$ cat config.mk
export PLATFORM = sky130hd
export DESIGN_NAME = asym_debounce
export DESIGN_NICKNAME = d
export VERILOG_FILES = /design/src/rtl/asym_debounce_pkg.sv /design/src/rtl/deb_tick_div.sv /design/src/rtl/deb_integ.sv /design/src/rtl/asym_debounce.sv
export SDC_FILE = /design/constraint.sdc
export NUM_CORES = 1
export LEC_CHECK = 0
export BUFFER_PORTS_ARGS = -buffer_cell sky130_fd_sc_hd__buf_2
export CORE_ASPECT_RATIO = 1.2
export CORE_MARGIN = 1.5
export CORE_UTILIZATION = 35
export DETAILED_ROUTE_END_ITERATION = 6
export PLACE_DENSITY = 0.54
export SLEW_MARGIN = 10
export SYNTH_ARGS = -nofsm -noshare
export SYNTH_HDL_FRONTEND = slang
export SYNTH_SLANG_ARGS = --single-unit
$ cat constraint.sdc
create_clock -name clk_i -period 4.8 [get_ports clk_i]
set_clock_uncertainty 0.05 [all_clocks]
set_input_delay 0.48 -clock clk_i [delete_from_list [all_inputs] [get_ports clk_i]]
set_output_delay 0.48 -clock clk_i [all_outputs]
set_load 0.1 [all_outputs]
$ cat src/rtl/asym_debounce_pkg.sv
package asym_debounce_pkg;
  typedef enum logic {
    FAST_ATTACK = 1'b0,
    SLOW_ATTACK = 1'b1
  } edge_mode_e;
endpackage

$ cat src/rtl/deb_tick_div.sv
module deb_tick_div #(
  parameter int DIV_W = 4
) (
  input  logic             clk_i,
  input  logic             rst_ni,
  input  logic             slow_i,
  input  logic             run_i,
  input  logic [DIV_W-1:0] ratio_i,
  output logic             tick_o
);
  logic [DIV_W-1:0] cnt_q, last;
  logic             wrap;

  assign last   = (ratio_i == '0) ? '0 : ratio_i - 1'b1;
  assign wrap   = (cnt_q >= last);
  assign tick_o = run_i && (!slow_i || wrap);

  // counter held at zero on the fast rate: restarts on every switch to slow
  always_ff @(posedge clk_i or negedge rst_ni) begin
    if (!rst_ni)      cnt_q <= '0;
    else if (!slow_i) cnt_q <= '0;
    else if (run_i)   cnt_q <= wrap ? '0 : cnt_q + 1'b1;
  end

  a_r3_slow_gap: assert property (@(posedge clk_i) disable iff (!rst_ni)
    slow_i && last != '0 && tick_o |=> !tick_o || !slow_i || !$stable(ratio_i));
  a_r7_div_frozen: assert property (@(posedge clk_i) disable iff (!rst_ni)
    !run_i && slow_i |=> $stable(cnt_q));
endmodule

$ cat src/rtl/deb_integ.sv
module deb_integ #(
  parameter int DEPTH = 4
) (
  input  logic clk_i,
  input  logic rst_ni,
  input  logic tick_i,
  input  logic raw_i,
  output logic out_o
);
  localparam int SR_W = DEPTH - 1;

  logic [SR_W-1:0] sr_q, sr_inc;
  logic            out_q, differ;

  assign differ = (raw_i != out_q);
  assign sr_inc = sr_q + 1'b1;
  assign out_o  = out_q;

  always_ff @(posedge clk_i or negedge rst_ni) begin
    if (!rst_ni) begin
      sr_q  <= '0;
      out_q <= 1'b1;
    end else if (tick_i) begin
      if (!differ) begin
        sr_q <= '0;
      end else if (&sr_q) begin
        sr_q  <= '0;
        out_q <= raw_i;
      end else begin
        sr_q <= {sr_q[SR_W-2:0], 1'b1};
      end
    end
  end

  a_r2_flip_on_tick: assert property (@(posedge clk_i) disable iff (!rst_ni)
    out_q != $past(out_q) |-> $past(tick_i));
  a_r5_equal_clears: assert property (@(posedge clk_i) disable iff (!rst_ni)
    tick_i && !differ |=> sr_q == '0);
  a_r5_thermometer: assert property (@(posedge clk_i) disable iff (!rst_ni)
    $onehot0(sr_inc));
  a_r7_idle_hold: assert property (@(posedge clk_i) disable iff (!rst_ni)
    !tick_i |=> $stable(sr_q) && $stable(out_q));
endmodule

$ cat src/rtl/asym_debounce.sv
module asym_debounce
  import asym_debounce_pkg::*;
#(
  parameter int DIV_W = 4,
  parameter int DEPTH = 4
) (
  input  logic             clk_i,
  input  logic             rst_ni,
  input  logic             raw_i,
  input  logic [DIV_W-1:0] ratio_i,
  input  logic             mode_i,
  input  logic             latch_i,
  output logic             out_o
);
  edge_mode_e mode;
  logic       slow, run, tick, out_w;

  assign mode  = edge_mode_e'(mode_i);
  assign slow  = (mode == FAST_ATTACK) ? !out_w : out_w;
  assign run   = !(latch_i && !out_w);
  assign out_o = out_w;

  deb_tick_div #(.DIV_W(DIV_W)) i_div (
    .clk_i  (clk_i),
    .rst_ni (rst_ni),
    .slow_i (slow),
    .run_i  (run),
    .ratio_i(ratio_i),
    .tick_o (tick)
  );

  deb_integ #(.DEPTH(DEPTH)) i_integ (
    .clk_i (clk_i),
    .rst_ni(rst_ni),
    .tick_i(tick),
    .raw_i (raw_i),
    .out_o (out_w)
  );

  a_r7_latch_hold: assert property (@(posedge clk_i) disable iff (!rst_ni)
    latch_i && !out_o |=> !out_o);
  a_r4_fast_every_clock: assert property (@(posedge clk_i) disable iff (!rst_ni)
    run && mode == SLOW_ATTACK && !out_o && raw_i |-> tick);
endmodule

# Word-level counts from Yosys, hierarchy flattened
# Cells that the tools add are included.
# word_totals
ff_bits	8
in_bits	9
word_cells	24
# op_classes
addsub	2
n_lt_le_gt_ge	1
n_eq_ne	2
muxes	7
reduce_logical	9
# ops
cell	n
2-to-1 mux 4 bit	4
2-to-1 mux 3 bit	2
AND reduction 5 bit	1
adder 4 x 1 -> 4 bit, second input constant	1
greater-or-equal comparator 4 bit	1
zero test 4 bit	1
subtractor 4 x 1 -> 4 bit, second input constant	1
zero test 1 bit	3
AND reduction 3 bit	1
logical AND 1 bit	2
!= test 2 bit, second input constant	1
logical OR 1 bit	1
2-to-1 mux 1 bit	1
!= test 1 bit	1

# Longest topological paths before layout
# logic_depth
depth_word	6
ltp_mapped	8

# Hierarchy
# From an unflattened synthesis, not the netlist that was laid out.
# unflattened
cells_unflattened	58
hier_area_um2	561.8
# by_module_without_submodules
mod	instances	cells_each	area_each_um2	seq_area_each_um2
deb_tick_div	1	39	354.1	100.1
deb_integ	1	17	192.7	101.3
asym_debounce	1	2	15.0	0.0

# Worst setup path after synthesis
# OpenSTA, ideal clock, no wires.
# synth_path
path_type	input to register
from	input port ratio_i[1]
to	register i_integ.sr_q[0]
setup_time_ns	0.125
arrival_ns	1.923
required_time_ns	4.625
slack_ns	2.703
cell_stages	8
n_path_buf	0
cell_sequence	nor2_1 o21a_1 a21oi_1 ha_1 o211ai_1 a21oi_1 o2bb2ai_1 mux2_2
# synth_between
elab_chain_cells	5
elab_cells_between_ends	6
cone_classes	add/sub: 1; order compare: 1; mux: 1; reduce/logical: 3
# synth_rtl
element	line_no	rtl
start: declaration	asym_debounce.sv:10	input logic [DIV_W-1:0] ratio_i,
subtractor 4 x 1 -> 4 bit or zero test 4 bit (tied branches)	deb_tick_div.sv:14	assign last = (ratio_i == '0) ? '0 : ratio_i - 1'b1;
2-to-1 mux 4 bit *	deb_tick_div.sv:14	
greater-or-equal comparator 4 bit *	deb_tick_div.sv:15	assign wrap = (cnt_q >= last);
logical OR 1 bit *	deb_tick_div.sv:16	assign tick_o = run_i && (!slow_i || wrap);
logical AND 1 bit *	deb_tick_div.sv:16	
end signal: assignment	deb_integ.sv:30	sr_q <= {sr_q[SR_W-2:0], 1'b1};
end: declaration	deb_integ.sv:12	logic [SR_W-1:0] sr_q, sr_inc;
# Mark *: on every way between the ends. The rest lies on a longest branch, timed or not.
# A chain may end at the register's enable or synchronous reset.

# Worst setup path in the final report
# layout_path
from	input port ratio_i[1]
to	register i_integ.sr_q[1]
# Same word-level chain as after synthesis.

==> run_results.csv <==
group,metric,value,unit
global_route,grt_pass1_wl,1876,microns
place,numPortBuffers,9,
floorplanning,initial_core_util,0.3786,
timing,fin_ws,2.674,ns
floorplanning,die_y,46.59,microns
global_route,first_global_vias,459,
yosys,synth_edf_count,0,
run,maxCapViolations,0,
finish,fin_cells,93,
critical_path,cp-startpoint,"ratio_i[1]",
timing,relSlewSlack,0.4787,
route,drt-initial-drc-count,15,
clocking,cts_setup_buffers,0,
yosys,synth-xor-area-share,0.03160,
timing,rsz0062_at_grt,"false",
yosys,syn_nets,76,
floorplanning,num_rows,15,
finish,num-nets-final,91,
clocking,clock_sinks,8,
timing,hold_violations,0,
yosys,synth_ff_type,"dfrtp_1",
route,drt-total-wl,1074,microns
pwr,ir_drop,0.0002051,V
place,dp_slack,2.413,ns
place,gp_congestion,0.7392,
timing,tightestPinTransition,0.7802,ns
place,place_area,620.6,sq um
floorplanning,dieArea,1832,sq um
yosys,syn_inst,62,
global_route,grt_max_degree,9,
clocking,htreeDepth,1,
clocking,clk_path_buf_depth,2,
place,post-place-cells,88,
critical_path,cp.arrival,2.21,ns
yosys,yosysTopAreaCell,"dfrtp_1",
yosys,synthAdderAreaFrac,0.1129,
timing,fin_crit_sh,0.4429,
yosys,yosys_warnings,0,
critical_path,crit_type,"input port to register",
yosys,synth_compound_area_frac,0.1783,
route,via_count,493,
pwr,power.density,422.0,nW/um^2
critical_path,r2r_cells,5,
min_path,holdPathStages,4,
timing,period_needed,2.126,ns
outcome,status,"complete, no violations",
yosys,syn_area,554.3,sq um
finish,syn_to_final_growth,18.51,%
yosys,synth.area.mux_share,0.07675,
route,antenna_left,0,
route,wl_per_cell,11.55,microns
critical_path,required,4.89,ns
place,dpl.hpwl,843.4,microns
yosys,ys_types,27,
yosys,avgSynthCellArea,8.940,sq um
critical_path,worstSetupEndpointType,"register",
floorplanning,design.core.area,1464,sq um
global_route,gr-total-overflow,0,
yosys,synth_area_leaders,"dfrtp_1 (32%), ha_1 (11%), nand2_1 (5.4%)",
clocking,cts_buffers,3,
min_path,min_to,"i_integ.out_o",
yosys,synth-seq-area-share,0.3634,
clocking,clk_pin_slew,0.05,ns
yosys,synth_simple_gate_area_frac,0.2099,
timing,setup_viol,0,
timing,setup_tns,0,ns
clocking,root_buffer,"clkbuf_4",
clocking,cts_tree,"done",
global_route,antenna_found_initial,0,
critical_path,reg2reg_setup_slack,2.90,ns
min_path,min-delay-start,"latch_i",
floorplanning,die_w,39.33,microns
finish,drive_gt1_frac,0.2105,
pwr,power_leakage,0.0002922,uW
route,firstDrtPassIters,4,
clocking,clk_latency,0.26,ns
min_path,hold_class,"input port to register",
yosys,async_flop_share,1.000,
timing,report.final.slew_viol_count,0,
critical_path,r2r-end,"i_integ.sr_q[1]",
timing,fin_hold_ws,0.4887,ns
yosys,yosysTopAreaCellShare,0.3160,
timing,max_freq,470.4,MHz
yosys,synth_top_family_by_area,"simple AND/OR/NAND/NOR gates",
yosys,synth_seq_cells,8,
global_route,grt_usage,0.1598,
critical_path,rr_startpoint,"i_div.cnt_q[1]",
route,vias_per_cell,5.301,
critical_path,cp_max_fo,5,
floorplanning,ios,10,
critical_path,worstSetupStartpointType,"input port",
finish,final_cell_area,656.9,sq um
route,drc,0,
finish,diodes,0,
[timing repair]
item / in CTS / in global routing
hold buffers: 1 / 0
gates resized for setup: 0 / 0
setup endpoints to repair: 0 / 0
endpoints found under the hold margin: 4 / 0
[critical path, cell delays in order]
cell and delay, ns:
buf_2 0.12, nor2_1 0.16, o21a_1 0.15, a21oi_1 0.04, ha_1 0.27, o211ai_1 0.18, a21oi_1 0.11, o2bb2ai_1 0.32
mux2_2 0.38
[metal layers]
| layer | part of all wire | GRT usage | up-vias |
|---|---|---|---|
| li1 | - | - | 254 |
| met1 | 0.45 | 0.1766 | 228 |
| met2 | 0.51 | 0.2433 | 9 |
| met3 | 0.029 | 0.05797 | 2 |
| met4 | 0.011 | 0.1241 | 0 |
| met5 | 0 | 0 | - |
[sequential cells by signal, indices dropped and copies added, names as in the netlist]
register	count
i_div.cnt_q	4
i_integ.out_o	1
i_integ.sr_q	3
[synthesized netlist by cell type (all sizes together) (2+ instances only)]
cell type	count
mux2	2
a21oi	5
nor3	3
nand2b	2
mux2i	2
nor2	3
dfrtp	7
ha	5
inv	4
xnor2	2
nand2	8
o21ai	4
[through the flow]
stage	util	total power (uW)
after floorplan	-	194.4
after global placement	0.4239	220.1
after detailed placement	0.4239	220.8
after CTS	0.4487	281.3
after global routing	0.4487	306.6
final	0.4487	277.2
[cell type report]
cell class / count / area (sq um)
fill: 158 / 807.0
timing repair buffer: 10 / 55.05
clock buffer: 4 / 26.28
tap: 17 / 21.27
multi-input combinational: 50 / 337.8
sequential: 8 / 201.4
inverter: 4 / 15.01
[cell usage in the layout, fill, tap and decap left out, types with 3 or more instances in the layout]
cell type | netlist | routed
a21oi_1 | 5 | 5
buf_2 | 0 | 9
clkbuf_4 | 0 | 3
dfrtp_1 | 7 | 7
ha_1 | 5 | 5
inv_1 | 4 | 4
nand2_1 | 8 | 8
nor2_1 | 3 | 3
nor3_1 | 3 | 3
o21ai_0 | 4 | 4
[cells by family after synthesis]
kind of cell | after synthesis
and+or+nand+nor | 23
buffers and inverters | 4
DFF | 8
adders and majority gates | 5
AOI/OAI and AO/OA | 16
xor gates and xnor gates | 2
muxes | 4
[power breakdown]
| part | total [uW] | switching [uW] | internal [uW] |
|---|---|---|---|
| Sequential | 113 | 23.2 | 90.1 |
| Combinational | 107 | 59.9 | 47.3 |
| Clock | 56.7 | 24.8 | 31.9 |
| Total | 277 | 108 | 169 |
[how the worst max path moves through the flow]
| stage | end | slack, ns | cells past startpoint |
|---|---|---|---|
| 4_1_cts | i_integ.sr_q[1] | 2.68 | 9 |
| 3_3_place_gp | i_integ.sr_q[1] | 2.46 | 9 |
| 6_report | i_integ.sr_q[1] | 2.67 | 9 |
| 2_1_floorplan | i_integ.sr_q[0] | 2.70 | 8 |
| 5_1_grt | i_integ.sr_q[1] | 2.58 | 9 |
| 3_5_place_dp | i_integ.sr_q[1] | 2.41 | 9 |
No activity file was read; power rests on OpenSTA's default activity.
